--- config.mk ---
export PLATFORM = sky130hd
export DESIGN_NAME = traffic_ctrl
export DESIGN_NICKNAME = d
export VERILOG_FILES = /design/src/rtl/tl_pkg.sv /design/src/rtl/tl_interval_timer.sv /design/src/rtl/tl_fsm.sv /design/src/rtl/tl_lamp_decode.sv /design/src/rtl/traffic_ctrl.sv
export SDC_FILE = /design/constraint.sdc
export NUM_CORES = 1
export LEC_CHECK = 0
export ABC_AREA = 1
export BUFFER_PORTS_ARGS = -buffer_cell sky130_fd_sc_hd__buf_2
export CORE_AREA = 2 2 39 41
export DETAILED_ROUTE_END_ITERATION = 7
export DIE_AREA = 0 0 41 43
export PLACE_DENSITY = 0.55
export SYNTH_ARGS = -nofsm -noshare
export SYNTH_HDL_FRONTEND = slang
export SYNTH_SLANG_ARGS = --single-unit
--- constraint.sdc ---
create_clock -name clk_i -period 1.24 [get_ports clk_i]
set_input_delay 0.248 -clock clk_i [delete_from_list [all_inputs] [get_ports clk_i]]
set_output_delay 0.248 -clock clk_i [all_outputs]
set_load 0.05 [all_outputs]
--- src/rtl/tl_pkg.sv ---
package tl_pkg;
  typedef enum logic [1:0] {
    PH_MAIN_GO   = 2'd0,
    PH_MAIN_WARN = 2'd1,
    PH_SIDE_GO   = 2'd2,
    PH_SIDE_WARN = 2'd3
  } phase_e;

  localparam int LAMP_W      = 3;
  localparam int LAMP_GREEN  = 0;
  localparam int LAMP_YELLOW = 1;
  localparam int LAMP_RED    = 2;
endpackage

--- src/rtl/tl_interval_timer.sv ---
module tl_interval_timer #(
  parameter int SHORT_LEN = 3,
  parameter int LONG_LEN  = 8
) (
  input  logic clk_i,
  input  logic rst_ni,
  input  logic restart_i,
  output logic short_done_o,
  output logic long_done_o
);
  localparam int CNT_W = $clog2(LONG_LEN + 1);
  localparam logic [CNT_W-1:0] SHORT_C = CNT_W'(SHORT_LEN);
  localparam logic [CNT_W-1:0] LONG_C  = CNT_W'(LONG_LEN);

  logic [CNT_W-1:0] cnt_q;

  // saturates at the long limit so both flags stay high until restart
  always_ff @(posedge clk_i or negedge rst_ni) begin
    if (!rst_ni)              cnt_q <= '0;
    else if (restart_i)       cnt_q <= '0;
    else if (cnt_q != LONG_C) cnt_q <= cnt_q + 1'b1;
  end

  assign short_done_o = (cnt_q >= SHORT_C);
  assign long_done_o  = (cnt_q >= LONG_C);

  assert_timer_step_R8: assert property (@(posedge clk_i) disable iff (!rst_ni)
    (!restart_i && cnt_q != LONG_C) |=> (cnt_q == $past(cnt_q) + 1'b1));
  assert_timer_restart_R6: assert property (@(posedge clk_i) disable iff (!rst_ni)
    restart_i |=> (!short_done_o && !long_done_o));
  assert_long_after_short_R5: assert property (@(posedge clk_i) disable iff (!rst_ni)
    long_done_o |-> short_done_o);
endmodule

--- src/rtl/tl_fsm.sv ---
module tl_fsm
  import tl_pkg::*;
(
  input  logic   clk_i,
  input  logic   rst_ni,
  input  logic   car_i,
  input  logic   short_i,
  input  logic   long_i,
  output phase_e phase_o,
  output logic   restart_o
);
  phase_e phase_q, phase_d;

  always_comb begin
    phase_d = phase_q;
    unique case (phase_q)
      PH_MAIN_GO:   if (car_i && long_i)  phase_d = PH_MAIN_WARN;
      PH_MAIN_WARN: if (short_i)          phase_d = PH_SIDE_GO;
      PH_SIDE_GO:   if (!car_i || long_i) phase_d = PH_SIDE_WARN;
      PH_SIDE_WARN: if (short_i)          phase_d = PH_MAIN_GO;
      default:                            phase_d = PH_MAIN_GO;
    endcase
  end

  always_ff @(posedge clk_i or negedge rst_ni) begin
    if (!rst_ni) phase_q <= PH_MAIN_GO;
    else         phase_q <= phase_d;
  end

  assign phase_o   = phase_q;
  // timer restarts on every exit
  assign restart_o = (phase_d != phase_q);

  assert_main_hold_R4: assert property (@(posedge clk_i) disable iff (!rst_ni)
    (phase_q == PH_MAIN_GO && !car_i) |=> phase_q == PH_MAIN_GO);
  assert_main_min_R5: assert property (@(posedge clk_i) disable iff (!rst_ni)
    (phase_q == PH_MAIN_GO && !long_i) |=> phase_q == PH_MAIN_GO);
  assert_main_exit_R5: assert property (@(posedge clk_i) disable iff (!rst_ni)
    (phase_q == PH_MAIN_GO && car_i && long_i) |=> phase_q == PH_MAIN_WARN);
  assert_main_warn_hold_R6: assert property (@(posedge clk_i) disable iff (!rst_ni)
    (phase_q == PH_MAIN_WARN && !short_i) |=> phase_q == PH_MAIN_WARN);
  assert_main_warn_exit_R6: assert property (@(posedge clk_i) disable iff (!rst_ni)
    (phase_q == PH_MAIN_WARN && short_i) |=> phase_q == PH_SIDE_GO);
  assert_side_drop_R7: assert property (@(posedge clk_i) disable iff (!rst_ni)
    (phase_q == PH_SIDE_GO && !car_i) |=> phase_q == PH_SIDE_WARN);
  assert_side_max_R8: assert property (@(posedge clk_i) disable iff (!rst_ni)
    (phase_q == PH_SIDE_GO && long_i) |=> phase_q == PH_SIDE_WARN);
  assert_side_warn_hold_R9: assert property (@(posedge clk_i) disable iff (!rst_ni)
    (phase_q == PH_SIDE_WARN && !short_i) |=> phase_q == PH_SIDE_WARN);
  assert_side_warn_exit_R9: assert property (@(posedge clk_i) disable iff (!rst_ni)
    (phase_q == PH_SIDE_WARN && short_i) |=> phase_q == PH_MAIN_GO);
  assert_restart_on_change_R6: assert property (@(posedge clk_i) disable iff (!rst_ni)
    restart_o |=> phase_q != $past(phase_q));
endmodule

--- src/rtl/tl_lamp_decode.sv ---
module tl_lamp_decode
  import tl_pkg::*;
(
  input  phase_e              phase_i,
  output logic [LAMP_W-1:0]   main_lamp_o,
  output logic [LAMP_W-1:0]   side_lamp_o
);
  always_comb begin
    main_lamp_o = '0;
    side_lamp_o = '0;
    unique case (phase_i)
      PH_MAIN_GO:   begin main_lamp_o[LAMP_GREEN]  = 1'b1; side_lamp_o[LAMP_RED]    = 1'b1; end
      PH_MAIN_WARN: begin main_lamp_o[LAMP_YELLOW] = 1'b1; side_lamp_o[LAMP_RED]    = 1'b1; end
      PH_SIDE_GO:   begin main_lamp_o[LAMP_RED]    = 1'b1; side_lamp_o[LAMP_GREEN]  = 1'b1; end
      PH_SIDE_WARN: begin main_lamp_o[LAMP_RED]    = 1'b1; side_lamp_o[LAMP_YELLOW] = 1'b1; end
      default:      begin main_lamp_o[LAMP_RED]    = 1'b1; side_lamp_o[LAMP_RED]    = 1'b1; end
    endcase
  end
endmodule

--- src/rtl/traffic_ctrl.sv ---
module traffic_ctrl
  import tl_pkg::*;
#(
  parameter int SHORT_LEN = 3,
  parameter int LONG_LEN  = 8
) (
  input  logic       clk_i,
  input  logic       rst_ni,
  input  logic       car_i,
  output logic [2:0] main_lamp_o,
  output logic [2:0] side_lamp_o
);
  phase_e phase;
  logic   restart, short_done, long_done;

  tl_interval_timer #(.SHORT_LEN(SHORT_LEN), .LONG_LEN(LONG_LEN)) u_timer (
    .clk_i       (clk_i),
    .rst_ni      (rst_ni),
    .restart_i   (restart),
    .short_done_o(short_done),
    .long_done_o (long_done)
  );

  tl_fsm u_fsm (
    .clk_i    (clk_i),
    .rst_ni   (rst_ni),
    .car_i    (car_i),
    .short_i  (short_done),
    .long_i   (long_done),
    .phase_o  (phase),
    .restart_o(restart)
  );

  tl_lamp_decode u_lamps (
    .phase_i    (phase),
    .main_lamp_o(main_lamp_o),
    .side_lamp_o(side_lamp_o)
  );

  assert_main_onehot_R2: assert property (@(posedge clk_i) disable iff (!rst_ni)
    $onehot(main_lamp_o));
  assert_side_onehot_R2: assert property (@(posedge clk_i) disable iff (!rst_ni)
    $onehot(side_lamp_o));
  assert_one_red_R3: assert property (@(posedge clk_i) disable iff (!rst_ni)
    main_lamp_o[LAMP_RED] || side_lamp_o[LAMP_RED]);
endmodule

# == Word level (Yosys, flattened, before mapping) ==
# Cells that the tools add are included.
# op_classes
n_addsub,1
n_mul,0
div_mod_pow,0
magnitude_cmp,2
eq_ne,5
shift,0
mux,13
bitwise_logic,0
n_reduce_logical,7
# ops
operator,count
2-bit 2-to-1 mux,4
4-bit 2-to-1 mux,2
2-bit one-hot mux with 4 select lines,1
1-bit 2-to-1 mux,6
"4-bit by 1-bit adder with 4-bit output, second input constant",1
"2-bit == test, second input constant",2
"4-bit by 2-bit >= comparator with 1-bit output, second input constant",1
"4-bit >= comparator, second input constant",1
"4-bit != test, second input constant",1
2-bit OR reduction,2
"2-bit by 1-bit == test with 1-bit output, second input constant",1
2-bit logical NOT,1
2-bit != test,1
2-bit nonzero test,1
1-bit logical AND,1
1-bit logical NOT,1
1-bit logical OR,1
# totals
register_bits,6
latch_bits,0
mem_bits_rw,0
mem_bits_ro,0
inputBits,3
out_inout_bits,6
word_cells,30
n_memories,0

# == Longest topological paths before layout ==
# logic_depth
word_depth,6
mapped_depth,7

# == By module ==
# From an unflattened synthesis, not the netlist that was laid out.
# hier_totals
hier_cells,55
hier_area_um2,381.6
# by_module_without_submodules
module,n_inst,cells_each,area_per_inst_um2,seq_area_each_um2
tl_interval_timer,1,33,245.2,100.1
tl_fsm,1,14,103.8,50.0
tl_lamp_decode,1,8,32.5,0.0

# == Worst setup path before layout ==
# Ideal clock, no wire load.
# synth_path
kind,flip-flop to output port
startpoint,register u_fsm.phase_q[1] (netlist: u_fsm.phase_o[1])
endpoint,output port main_lamp_o[1]
t_arrival_ns,1.152
required_ns,0.992
slack_ns,-0.160
path_stages_with_launch,3
path_buffers,1
cell_sequence,dfrtp_1 clkbuf_2 nor2_1
# synth_via
elab_chain_cells,2
# synth_lines
item,line_no,rtl
"start, declared",tl_fsm.sv:12,"phase_e phase_q, phase_d;"
"start signal, assigned",tl_fsm.sv:27,else phase_q <= phase_d;
2-bit by 1-bit == test with 1-bit output,tl_lamp_decode.sv:11,unique case (phase_i)
1-bit 2-to-1 mux,tl_lamp_decode.sv:11,
"end, declared",traffic_ctrl.sv:10,"output logic [2:0] main_lamp_o,"
# Every way passes these cells.

# == Final worst setup path ==
# layout_path
startpoint,register u_fsm.phase_q[0] (netlist: u_fsm.phase_o[0])
endpoint,output port side_lamp_o[0]
# layout_via
elab_chain_cells,2
# layout_lines
item,line_no,rtl
2-bit == test,tl_lamp_decode.sv:11,
1-bit 2-to-1 mux,tl_lamp_decode.sv:11,
"end, declared",traffic_ctrl.sv:11,output logic [2:0] side_lamp_o
# Every way passes these cells.

==> run_results.csv <==
group,metric,value,unit
placed_design,placed_cell_area,470,um2
setup_path,crit_arrival,1.02,ns
drt,vias,367,
grt,grtUsageMet3,0.0157,
logic_synthesis,synth.distinct_cells,15,
setup_path,crit_required,0.99,ns
drt,drt-initial-drc-count,3,
grt,met1_usage,0.123,
die,initial_core_util,0.294,
drt,drtPass1Iterations,3,
drt,drc,0,
setup_path,r2r-start,"u_timer.cnt_q[0]",
sta,final_max_slew_viol_count,0,
placed_design,dp_hpwl,620,um
grt,antenna_found_initial,0,
setup_path,crit_type,"register to output port",
logic_synthesis,synth_cells,55,
setup_path,crit_fanout,4,
setup_path,ff2ff_setup_slack,0.09,ns
logic_synthesis,synth_mux_area_frac,0,
worst_hold_path,hold_path.class,"input pin to async pin",
logic_synthesis,yosysWarningCount,0,
sta,period_share,1.02,
setup_path,r2r_end,"u_timer.cnt_q[2]",
logic_synthesis,avgSynthCellArea,7.39,um2
grt,busiest_layer,"met2",
clock_network,cts_buffer_depth,2,
placed_design,dp_cells,78,
drt,vias_per_cell,4.37,
grt,grt_overflow,0,
logic_synthesis,yosysSeqAreaShare,0.369,
cells_and_area,fin_nets,75,
clock_network,path_clk_slew,0.04,ns
drt,wirelength,790,um
logic_synthesis,synth_compound_area_frac,0,
sta,finClkSkew,0.00188,ns
sta,rsz0062_at_grt,"true",
die,rows,14,
sta,worstMarginPinSlew,0.247,ns
setup_path,ff2ff_path_depth,6,
sta,min_period,1.26,ns
cells_and_area,fillers,141,
grt,grt_max_degree,9,
cells_and_area,finalCoreUtilization,0.404,
grt,grtUsageMet2,0.172,
logic_synthesis,synth_top_family_by_area,"simple AND/OR/NAND/NOR gates",
clock_network,numCtsBuffers,3,
cells_and_area,antenna_cells,0,
clock_network,root_buffer,"clkbuf_4",
sta,max_freq,791,MHz
clock_network,cts_tree,"yes",
placed_design,gp_congestion,0.640,
clock_network,clk_latency,0.24,ns
drt,wire_per_inst,9.40,um
logic_synthesis,synth_fp_nets,60,
logic_synthesis,synthesis.area,407,um2
logic_synthesis,synth-seq-cells,6,
setup_path,end_kind,"output port",
grt,grtUsageTotal,0.118,
cells_and_area,final_common_cell,"nand2_1",
die,ioPinCount,9,
logic_synthesis,synthSimpleGateAreaFrac,0.437,
grt,grt_pass1_wl,1300,um
die,die_w,41,um
placed_design,port_buffers,8,
die,fp.dieH,43,um
job,drv_cap,0,
sta,holdWs,0.359,ns
sta,slew_headroom,0.837,
sta,final_hold_viol_count,0,
cells_and_area,layout_common_cells,"nand2_1, inv_1, nor2_2, dfrtp_1",
setup_path,startpoint_type,"register",
die,die_area,1760,um2
sta,setup_ws,-0.0247,ns
grt,grt_pass1_vias,326,
logic_synthesis,synthXorXnorAreaFrac,0,
cells_and_area,syn_to_final_growth,37.5,%
die,core_area,1380,um2
drt,ant_nets,0,
clock_network,h-tree-depth,1,
clock_network,clock-sinks,6,
setup_path,setup.worst_path.end,"side_lamp_o[0]",
cells_and_area,fin_cells,84,
setup_path,crit_start,"u_fsm.phase_o[0]",
cells_and_area,drive_above_1_share,0.456,
run_status,status,"finished, violations left",
sta,setup_viol,3,
logic_synthesis,yosys.area_share.adder,0.0615,
run_status,violations,"negative setup slack",
cells_and_area,stdcell_area,559,um2
## logic make-up after synthesis
group         Yosys count
buf+inv                14
simple gates           33
flops                   6
fa+ha+maj               2
## state kept, by name, summed over array words and instances, names as in the netlist
register and count:
u_timer.cnt_q 4, u_fsm.phase_o 2
## worst min path at each step
| stage | from | to | slack (ns) | depth (start not counted) |
|---|---|---|---|---|
| 6_report | rst_ni | u_timer.cnt_q[3] | 0.36 | 2 |
| 5_1_grt | rst_ni | u_timer.cnt_q[3] | 0.38 | 2 |
| 4_1_cts | rst_ni | u_timer.cnt_q[3] | 0.35 | 2 |
| 3_5_place_dp | rst_ni | u_fsm.phase_o[1] | 0.07 | 1 |
| 3_3_place_gp | rst_ni | u_fsm.phase_o[1] | 0.07 | 1 |
| 2_1_floorplan | rst_ni | u_fsm.phase_o[0] | -0.05 | 0 |
## final cells by class
| type | count | area [um2] | area share |
|---|---|---|---|
| tap | 16 | 20.0 | 0.0358 |
| clock buffer | 3 | 22.5 | 0.0403 |
| sequential | 6 | 151 | 0.271 |
| inverter | 12 | 45.0 | 0.0805 |
| timing repair buffer | 12 | 108 | 0.192 |
| multi-input combinational | 35 | 213 | 0.380 |
## Yosys cell counts (all sizes together)
| cell | number | share of area |
|---|---|---|
| nand2 | 16 | 0.15 |
| ha | 2 | 0.062 |
| nand4 | 4 | 0.062 |
| inv | 12 | 0.11 |
| dfrtp | 6 | 0.37 |
| nand3 | 6 | 0.11 |
| nand3b | 1 | 0.018 |
| clkbuf | 2 | 0.022 |
| nor2 | 6 | 0.092 |
## metrics by stage
step                      setup slack [ns]  setup TNS [ns]
after floorplan                     0.0520               0
after global placement               0.107               0
after detailed placement            0.0865               0
after CTS                          -0.0415         -0.0811
after global routing               -0.0779          -0.291
final                              -0.0247         -0.0420
## routing by layer
metal | wire, um | part of all wire
met5 | 0 | 0
met4 | 39 | 0.049
met3 | 21 | 0.027
met2 | 419 | 0.53
met1 | 310 | 0.39
## critical path: stages (launching register included)
cell and delay [ns]:
dfrtp_1 0.42, inv_2 0.10, nand2_2 0.06, inv_2 0.06, buf_8 0.14
## repair_timing
item,CTS,global route
hold buffers,1,0
setup endpoints to repair,6,7
pin swaps,0,3
gates cloned,0,0
endpoints found under the hold margin,6,0
buffers inserted,2,0
gates resized for setup,14,1
Power is not shown: default switching activity piles up to over one toggle a cycle in this logic, so the estimate is an artifact.
